<file path="src/rtl/bank_decoder.sv">
module bank_decoder (
  input  logic        clk,
  input  logic        rst_n,
  input  logic [15:0] cpu_addr,
  input  logic        cpu_we,
  input  logic [7:0]  cpu_wdata,
  input  logic [7:0]  ram_rdata,
  input  logic [7:0]  basic_rdata,
  input  logic [7:0]  kernal_rdata,
  input  logic [7:0]  char_rdata,
  input  logic [7:0]  vid_rdata,
  input  logic [7:0]  snd_rdata,
  input  logic [3:0]  cram_rdata,
  input  logic [7:0]  tp1_rdata,
  input  logic [7:0]  tp2_rdata,
  input  logic [7:0]  exp1_rdata,
  input  logic [7:0]  exp2_rdata,
  input  logic [7:0]  fill_rdata,
  output logic [3:0]  region,
  output logic [11:0] sel,
  output logic [9:0]  dev_offset,
  output logic        ram_we,
  output logic        dev_we,
  output logic [7:0]  dev_wdata,
  output logic [7:0]  rdata
);
  localparam logic [3:0] RG_RAM  = 4'd0,  RG_BAS = 4'd1, RG_KER = 4'd2,
                         RG_CHR  = 4'd3,  RG_VID = 4'd4, RG_SND = 4'd5,
                         RG_CRAM = 4'd6,  RG_TP1 = 4'd7, RG_TP2 = 4'd8,
                         RG_EX1  = 4'd9,  RG_EX2 = 4'd10, RG_PORT = 4'd11;
  localparam int NREG = 12;

  logic [5:0] dir_q, dat_q;
  wire  [5:0] eff    = ~dir_q | dat_q;
  wire        bas_on = &eff[1:0];
  wire        ker_on = eff[1];
  wire        dpg_on = |eff[1:0];
  wire        io_on  = dpg_on & eff[2];
  wire        chr_on = dpg_on & ~eff[2];
  wire        port_hit = (cpu_addr[15:1] == 15'd0);

  always_ff @(posedge clk) begin
    if (!rst_n) begin
      dir_q <= '0;
      dat_q <= '0;
    end else if (cpu_we && port_hit) begin
      if (!cpu_addr[0]) begin
        dir_q    <= cpu_wdata[5:0];
        dat_q[4] <= dat_q[4] | ~cpu_wdata[4];
      end else begin
        dat_q <= {cpu_wdata[5], cpu_wdata[4] | ~dir_q[4], cpu_wdata[3:0]};
      end
    end
  end

  always_comb begin
    region = RG_RAM;
    if (port_hit) region = RG_PORT;
    else begin
      unique case (cpu_addr[15:12])
        4'hA, 4'hB: if (bas_on) region = RG_BAS;
        4'hE, 4'hF: if (ker_on) region = RG_KER;
        4'hD: begin
          if (io_on) begin
            unique case (cpu_addr[11:8])
              4'h0, 4'h1, 4'h2, 4'h3: region = RG_VID;
              4'h4, 4'h5, 4'h6, 4'h7: region = RG_SND;
              4'h8, 4'h9, 4'hA, 4'hB: region = RG_CRAM;
              4'hC: region = RG_TP1;
              4'hD: region = RG_TP2;
              4'hE: region = RG_EX1;
              default: region = RG_EX2;
            endcase
          end else if (chr_on) region = RG_CHR;
        end
        default: region = RG_RAM;
      endcase
    end
  end

  for (genvar i = 0; i < NREG; i++) begin : g_sel
    assign sel[i] = (region == 4'(i));
  end

  always_comb begin
    dev_offset = '0;
    case (region)
      RG_VID:         dev_offset = {4'd0, cpu_addr[5:0]};
      RG_SND:         dev_offset = {5'd0, cpu_addr[4:0]};
      RG_CRAM:        dev_offset = cpu_addr[9:0];
      RG_TP1, RG_TP2: dev_offset = {6'd0, cpu_addr[3:0]};
      RG_EX1, RG_EX2: dev_offset = {2'd0, cpu_addr[7:0]};
      default:        dev_offset = '0;
    endcase
  end

  wire is_dev = (region >= RG_VID) && (region <= RG_EX2);
  assign ram_we    = cpu_we & ~is_dev;
  assign dev_we    = cpu_we & is_dev;
  assign dev_wdata = sel[RG_CRAM] ? {4'd0, cpu_wdata[3:0]} : cpu_wdata;

  always_comb begin
    case (region)
      RG_BAS:  rdata = basic_rdata;
      RG_KER:  rdata = kernal_rdata;
      RG_CHR:  rdata = char_rdata;
      RG_VID:  rdata = vid_rdata;
      RG_SND:  rdata = snd_rdata;
      RG_CRAM: rdata = {fill_rdata[7:4], cram_rdata};
      RG_TP1:  rdata = tp1_rdata;
      RG_TP2:  rdata = tp2_rdata;
      RG_EX1:  rdata = exp1_rdata;
      RG_EX2:  rdata = exp2_rdata;
      RG_PORT: rdata = {2'd0, cpu_addr[0] ? dat_q : dir_q};
      default: rdata = ram_rdata;
    endcase
  end
endmodule

</file>
<file path="config.mk">
export PLATFORM = sky130hd
export DESIGN_NAME = bank_decoder
export DESIGN_NICKNAME = d
export VERILOG_FILES = /design/src/rtl/bank_decoder.sv
export SDC_FILE = /design/constraint.sdc
export NUM_CORES = 1
export LEC_CHECK = 0
export ABC_AREA = 1
export BUFFER_PORTS_ARGS = -buffer_cell sky130_fd_sc_hd__buf_2
export CAP_MARGIN = 10
export CELL_PAD_IN_SITES_DETAIL_PLACEMENT = 0
export CELL_PAD_IN_SITES_GLOBAL_PLACEMENT = 1
export CORE_MARGIN = 4
export CORE_UTILIZATION = 24
export CTS_CLUSTER_SIZE = 28
export DETAILED_ROUTE_END_ITERATION = 7
export HOLD_SLACK_MARGIN = 0.12
export PLACE_DENSITY = 0.86
export SYNTH_ARGS = -nofsm -noshare
export SYNTH_HDL_FRONTEND = slang
export SYNTH_SLANG_ARGS = --single-unit
</file>
<file path="constraint.sdc">
create_clock -name clk -period 2.6 [get_ports clk]
set_clock_uncertainty 0.15 [all_clocks]
set_input_delay 0.52 -clock clk [delete_from_list [all_inputs] [get_ports clk]]
set_output_delay 0.52 -clock clk [all_outputs]
set_load 0.01 [all_outputs]
</file>
* Word-level counts from Yosys, hierarchy flattened *
Memories as Yosys holds them, arrays and structs flattened.
Index checks and enable logic that the tools add are counted.

cells by class
  reduce and logical (&&, ||, !) cells = 12
  order comparisons = 2
  add/sub/neg operators = 0
  bitwise operators = 13
  muxes and demuxes = 11
  div/mod/pow operators = 0
  equality and inequality tests = 16
  shift operators = 0
  $mul = 0

operators by type and width
  operator                                                                number
  8-bit case mux with 11 select lines                                     1
  10-bit case mux with 5 select lines                                     1
  4-bit == test (second input constant)                                   9
  4-bit by 3-bit == test with 1-bit output (second input constant)        4
  15-bit zero test                                                        1
  4-bit case mux with 3 select lines                                      1
  2-bit OR reduction                                                      5
  4-bit by 2-bit == test with 1-bit output (second input constant)        2
  4-bit two-way mux                                                       2
  8-bit two-way mux                                                       1
  6-bit two-way mux                                                       1
  2-bit AND reduction                                                     3
  1-bit inverter                                                          5
  1-bit AND                                                               4
  4-bit by 1-bit == test with 1-bit output (second input constant)        1
  4-bit by 3-bit >= comparator with 1-bit output (second input constant)  1
  4-bit less-or-equal comparator (second input constant)                  1
  4-bit zero test                                                         1
  2-bit two-way mux                                                       2
  3-bit inverter                                                          1
  3-bit OR                                                                1
  1-bit logical AND                                                       2
  1-bit two-way mux                                                       2
  1-bit OR                                                                2

word-level totals
  word-level logic and storage cells = 58
  bits in latches = 0
  memories kept = 1
  input bits = 119
  bits in writable memories = 0
  register bits after elaboration = 12
  ROM bits = 64
  output and inout port bits = 44

memory list
  name             depth  width  read ports  clocked after memory_dff  write ports  line  RTL
  (no name shown)  16     4      1           0                         0            65    unique case (cpu_addr[11:8])

* Depth between registers and ports, before layout *
  depth after elaboration = 12
  mapped depth = 14
  gate-level depth less buffers = 14

* Least setup slack after synthesis *
Ideal clock, no wire load.

  path type = input to output
  start point = input cpu_addr[8]
  end point = output dev_offset[4]
  path buffers = 1
  required time = 1930 ps
  slack = 56 ps
  cell stages on the path = 10
  arrival time = 1874 ps
  path through = inv_1 > ha_1 > nand2_1 > nand2_1 > nand3_1 > nand2_2 > nand3_2 > buf_6 > nor3_1 > o21a_1

on the way
  elaborated cells on any way between the ends = 15
  those cells by class = 7 x eq/ne; 4 x mux; 3 x reduce/logical; 1 x memory

RTL lines
  item                                          line  RTL
  start, declared                               4     input logic [15:0] cpu_addr,
  memory read 16 x 4 bit                        -
  4-bit two-way mux                             64    if (io_on) begin
  4-bit case mux with 3 select lines            60    unique case (cpu_addr[15:12])
  4-bit two-way mux (*)                         58    if (port_hit) region = RG_PORT;
  4-bit by 3-bit == test with 1-bit output (*)  -
  net sel[5]                                    20    output logic [11:0] sel,
  10-bit case mux with 5 select lines (*)       87    case (region)
  end, declared                                 21    output logic [9:0] dev_offset,

The timed path passes the listed nets; every way through them passes the cells marked *.

* Worst setup path in the final report *
  start point = input cpu_addr[8]
  end point = output rdata[4]

on the way
  longest elaborated chain between the ends = 6
  elaborated cells on any way between the ends = 17
  those cells by class = 11 x eq/ne; 4 x mux; 1 x reduce/logical; 1 x memory

ends and longest elaborated chain
  item                                     line  RTL
  memory read 16 x 4 bit                   -
  4-bit two-way mux                        64
  4-bit case mux with 3 select lines       60
  4-bit two-way mux (*)                    58
  4-bit == test (tied with other cells)    103   case (region)
  8-bit case mux with 11 select lines (*)  103
  end, declared                            25    output logic [7:0] rdata

Mark *: on every way between the ends. The rest lies on a longest branch, timed or not.

==> flow_summary.html <==
<table>
<tr><th>Metric</th><th>Value</th></tr>
<tr><th colspan="2">STA</th></tr>
<tr><td>Unrepaired setup endpoints after global routing</td><td>true</td></tr>
<tr><td>Worst slew margin</td><td>0.783</td></tr>
<tr><td>Minimum clock period</td><td>2.83 ns</td></tr>
<tr><td>Peak Freq</td><td>around 350 MHz</td></tr>
<tr><td>Final Setup Violations</td><td>26</td></tr>
<tr><td>Post-route setup TNS</td><td>-2.92 ns</td></tr>
<tr><td>Setup slack of the critical path after layout</td><td>-0.228 ns</td></tr>
<tr><td>Final hold violations</td><td>0</td></tr>
<tr><td>Fraction of the cycle the final worst path needs</td><td>1.09</td></tr>
<tr><td>Count of final max-slew check failures</td><td>0</td></tr>
<tr><td>Pin slew with the least headroom to its limit</td><td>0.325 ns</td></tr>
<tr><th colspan="2">Logic synthesis</th></tr>
<tr><td>Portion of the post-synthesis area used by sequential elements</td><td>0.117</td></tr>
<tr><td>Count of cell types in the netlist</td><td>32</td></tr>
<tr><td>Leading register cell type out of synthesis</td><td>sky130_fd_sc_hd__dfxtp_1</td></tr>
<tr><td>Yosys Warn Count</td><td>0</td></tr>
<tr><td>Post-synthesis compound-gate area fraction</td><td>0.0705</td></tr>
<tr><td>Cell area after synthesis</td><td>2060 sq um</td></tr>
<tr><td>Share of cell area taken by muxes after synthesis</td><td>0</td></tr>
<tr><td>Number of register bits inferred by synthesis</td><td>12</td></tr>
<tr><td>Asr flop ratio synth</td><td>0</td></tr>
<tr><td>Adder-cell area share of the yosys netlist</td><td>0.00608</td></tr>
<tr><td>Combinational family with the most area after synthesis</td><td>simple AND/OR/NAND/NOR gates</td></tr>
<tr><td>Instance count of the mapped netlist</td><td>roughly 370</td></tr>
<tr><td>Post-synthesis average cell area</td><td>5.62 sq um</td></tr>
<tr><td>Area share of and/or/nand/nor cells after synthesis</td><td>0.661</td></tr>
<tr><td>Post-Syn Nets</td><td>486</td></tr>
<tr><td>Number of enable flip-flop cells after synthesis</td><td>0</td></tr>
<tr><td>Fraction of synthesized cell area in xor and xnor cells</td><td>0</td></tr>
<tr><th colspan="2">Global route</th></tr>
<tr><td>Maximum number of pins on one net before global-route repair</td><td>32</td></tr>
<tr><td>Initial antenna violation count</td><td>0</td></tr>
<tr><td>Met2 routing resource usage after global routing</td><td>0.301</td></tr>
<tr><td>Met3 demand-to-capacity share in global routing</td><td>0.0180</td></tr>
<tr><td>Vias in the first global route</td><td>about 2900</td></tr>
<tr><td>Total congestion overflow</td><td>0</td></tr>
<tr><td>Global routing usage summed across all routing layers</td><td>0.162</td></tr>
<tr><td>Wire length of the first global-routing pass</td><td>13.4 mm</td></tr>
<tr><td>Busiest layer in global routing</td><td>met2</td></tr>
<tr><td>Routing usage on met1</td><td>0.201</td></tr>
<tr><th colspan="2">Hold path</th></tr>
<tr><td>Worst min-delay path category</td><td>flop to flop</td></tr>
<tr><th colspan="2">Clocking</th></tr>
<tr><td>Clock root cell</td><td>sky130_fd_sc_hd__clkbuf_8</td></tr>
<tr><td>Hold-fix buffers at CTS</td><td>0</td></tr>
<tr><td>Clock edge transition at the registers on the reported setup and hold paths</td><td>about 0.060 ns</td></tr>
<tr><td>Clock tree from TritonCTS</td><td>built</td></tr>
<tr><td>Later-pin clock latency in the skew report</td><td>0.25 ns</td></tr>
<tr><td>Number of clock sinks</td><td>12</td></tr>
<tr><td>CTS buffer count</td><td>3</td></tr>
<tr><td>Depth of the CTS H-tree</td><td>1</td></tr>
<tr><td>Maximum buffer depth of the clock tree</td><td>2</td></tr>
<tr><th colspan="2">Floorplanning</th></tr>
<tr><td>Die Width</td><td>between 100 and 150 um</td></tr>
<tr><td>Top-level I/O count</td><td>163</td></tr>
<tr><td>Die Y-Extent</td><td>~100 um</td></tr>
<tr><td>Core Area</td><td>8300 sq um</td></tr>
<tr><td>Number of placement rows</td><td>33</td></tr>
<tr><td>Die outline area</td><td>around 10000 sq um</td></tr>
<tr><td>Starting density of the core</td><td>0.248</td></tr>
<tr><th colspan="2">Placement</th></tr>
<tr><td>Port bufs</td><td>between 150 and 200</td></tr>
<tr><td>Routability Congestion</td><td>0.869</td></tr>
<tr><td>Half-perimeter wire length after placement</td><td>7.25 mm</td></tr>
<tr><td>Count of placed standard cells including taps</td><td>646</td></tr>
<tr><th colspan="2">Setup path</th></tr>
<tr><td>Worst setup path category</td><td>input pin to primary output</td></tr>
<tr><td>Endpoint type of the worst setup path</td><td>primary output</td></tr>
<tr><td>Critical path required time</td><td>1.93 ns</td></tr>
<tr><td>Sort of element at the start of the critical path</td><td>input pin</td></tr>
<tr><td>CP max FO</td><td>4</td></tr>
<tr><td>WP data arrival</td><td>roughly 2.2 ns</td></tr>
<tr><th colspan="2">Finish</th></tr>
<tr><td>Fraction of layout cells with a size suffix above 1</td><td>0.581</td></tr>
<tr><td>Area growth, synth to finish</td><td>83.8%</td></tr>
<tr><td>Number of non-filler instances in the completed layout</td><td>665</td></tr>
<tr><td>Total number of nets in the final design</td><td>680</td></tr>
<tr><th colspan="2">Routing</th></tr>
<tr><td>Total number of vias</td><td>approximately 3100</td></tr>
<tr><td>Antenna viol nets, final</td><td>0</td></tr>
<tr><td>1st-pass router iterations</td><td>4</td></tr>
<tr><td>Average wire per standard cell</td><td>around 14 um</td></tr>
<tr><td>Violation count after the first detailed-routing iteration</td><td>91</td></tr>
<tr><td>Drt drc</td><td>0</td></tr>
<tr><td>Wire length after detailed routing</td><td>9.12 mm</td></tr>
<tr><td>Average vias per placed instance</td><td>4.70</td></tr>
<tr><th colspan="2">Status</th></tr>
<tr><td>Violated checks</td><td>setup timing</td></tr>
<tr><td>Run status</td><td>finished, violations left</td></tr>
<tr><th colspan="2">Pwr</th></tr>
<tr><td>Leakage power of the design</td><td>2.12 nW</td></tr>
<tr><td>Power density normalized to cell area</td><td>211 nW/um^2</td></tr>
<tr><td>Total design power</td><td>0.000798 W</td></tr>
<tr><td>VDD IR-drop max</td><td>0.000193 V</td></tr>
<tr><th colspan="2">Flow run</th></tr>
<tr><td>Reported max-cap violation count</td><td>0</td></tr>
</table>
[registers in the layout, summed over array words and instances, names as in the netlist]
register / flops
dat_q: 6
dir_q: 6
[stage by stage]
stage	util	hold WS [ns]	cell area, sq um	worst slack (ns)
floorplan	-	0.294	2060	0.0562
global placement	0.379	0.310	3150	-0.228
detailed placement	0.379	0.316	3150	-0.282
CTS	0.397	0.324	3290	-0.188
global route	0.456	0.364	3780	-0.320
finish	0.456	0.320	3780	-0.228
[kinds of logic (layout without fill, tap and decap cells)]
group           Yosys count  in the layout
compound gates           26             26
fa+ha+maj                 1              1
buf+inv                  61            254
flops                    12             12
other cells               0              1
simple gates            266            266
[worst paths after layout]
check / start / endpoint / slack, ns / depth (start not counted)
worst max-delay path: cpu_addr[8] / rdata[4] / -0.23 / 16
worst min-delay path: dat_q[2]$_SDFFE_PN0P_ / dat_q[2]$_SDFFE_PN0P_ / 0.32 / 2
worst max register to register: dir_q[4]$_SDFFE_PN0P_ / dat_q[4]$_SDFFE_PN0P_ / 1.74 / 3
worst min register to register: dat_q[2]$_SDFFE_PN0P_ / dat_q[2]$_SDFFE_PN0P_ / 0.32 / 2
[final cells by class]
class	instances	area, sq um
sequential	12	240
clock buffer	4	55.1
tap	105	131
multi-input combinational	293	1840
fill	892	4520
inverter	45	185
timing repair buffer	205	1330
antenna	1	2.50
[power by group]
group | switching [W] | internal [W]
Clock | 0.0000731 | 0.000134
Combinational | 0.000202 | 0.000205
Sequential | 0.00000000173 | 0.000184
Total | 0.000275 | 0.000523
[Yosys cell counts, types with 4 or more instances]
cell,number,area share
sky130_fd_sc_hd__nor2_2,11,0.033
sky130_fd_sc_hd__inv_2,11,0.020
sky130_fd_sc_hd__nand2_1,89,0.16
sky130_fd_sc_hd__nand2_2,9,0.027
sky130_fd_sc_hd__buf_6,5,0.027
sky130_fd_sc_hd__nor2_4,7,0.038
sky130_fd_sc_hd__a21oi_1,6,0.015
sky130_fd_sc_hd__dfxtp_1,12,0.12
sky130_fd_sc_hd__nand4_1,30,0.091
sky130_fd_sc_hd__nand3_1,41,0.10
sky130_fd_sc_hd__o21ai_0,14,0.034
sky130_fd_sc_hd__inv_1,32,0.058
sky130_fd_sc_hd__buf_4,5,0.018
sky130_fd_sc_hd__nor2_1,59,0.11
sky130_fd_sc_hd__nor3_1,4,0.0097
[cell usage in the layout (no fill, tap or decap), types with 9 or more instances in the layout]
master                      n
sky130_fd_sc_hd__nand2_2   26
sky130_fd_sc_hd__inv_1     28
sky130_fd_sc_hd__nand3_2   20
sky130_fd_sc_hd__nor2_2    21
sky130_fd_sc_hd__buf_2    152
sky130_fd_sc_hd__inv_2     10
sky130_fd_sc_hd__dfxtp_1   12
sky130_fd_sc_hd__nand3_1   21
sky130_fd_sc_hd__buf_6     10
sky130_fd_sc_hd__nor2_4    12
sky130_fd_sc_hd__nand4_1   30
sky130_fd_sc_hd__buf_4     32
sky130_fd_sc_hd__nand2_1   64
sky130_fd_sc_hd__o21ai_0   14
sky130_fd_sc_hd__nor2_1    44
sky130_fd_sc_hd__nand2_4    9
[critical path, cell delays in order]
cell and delay (ns):
sky130_fd_sc_hd__buf_8 0.08, sky130_fd_sc_hd__inv_4 0.03, sky130_fd_sc_hd__ha_4 0.25, sky130_fd_sc_hd__nand2_2 0.05, sky130_fd_sc_hd__nand2_2 0.06, sky130_fd_sc_hd__nand3_2 0.10
sky130_fd_sc_hd__nand2_4 0.10, sky130_fd_sc_hd__buf_6 0.10, sky130_fd_sc_hd__nand2_4 0.05, sky130_fd_sc_hd__nor2_4 0.15, sky130_fd_sc_hd__inv_2 0.07, sky130_fd_sc_hd__nor2_4 0.16
sky130_fd_sc_hd__clkbuf_16 0.18, sky130_fd_sc_hd__nand2_2 0.04, sky130_fd_sc_hd__nand4_1 0.08, sky130_fd_sc_hd__buf_2 0.13
[timing repair]
| item | in CTS | in global routing |
|---|---|---|
| resized for setup | 19 | 88 |
| setup buffers | 2 | 10 |
| pin swaps | 9 | 46 |
| gates cloned | 0 | 2 |
| endpoints found under the setup margin | 28 | 32 |
[layer usage]
metal | vias up | share of wire | wire length (um)
li1 | 1585 | - | -
met1 | 1399 | 0.40 | 3610
met2 | 135 | 0.52 | 4700
met3 | 9 | 0.078 | 711
met4 | 0 | 0.010 | 91
met5 | - | 0 | 0
No activity file was read; power rests on OpenSTA's default activity.
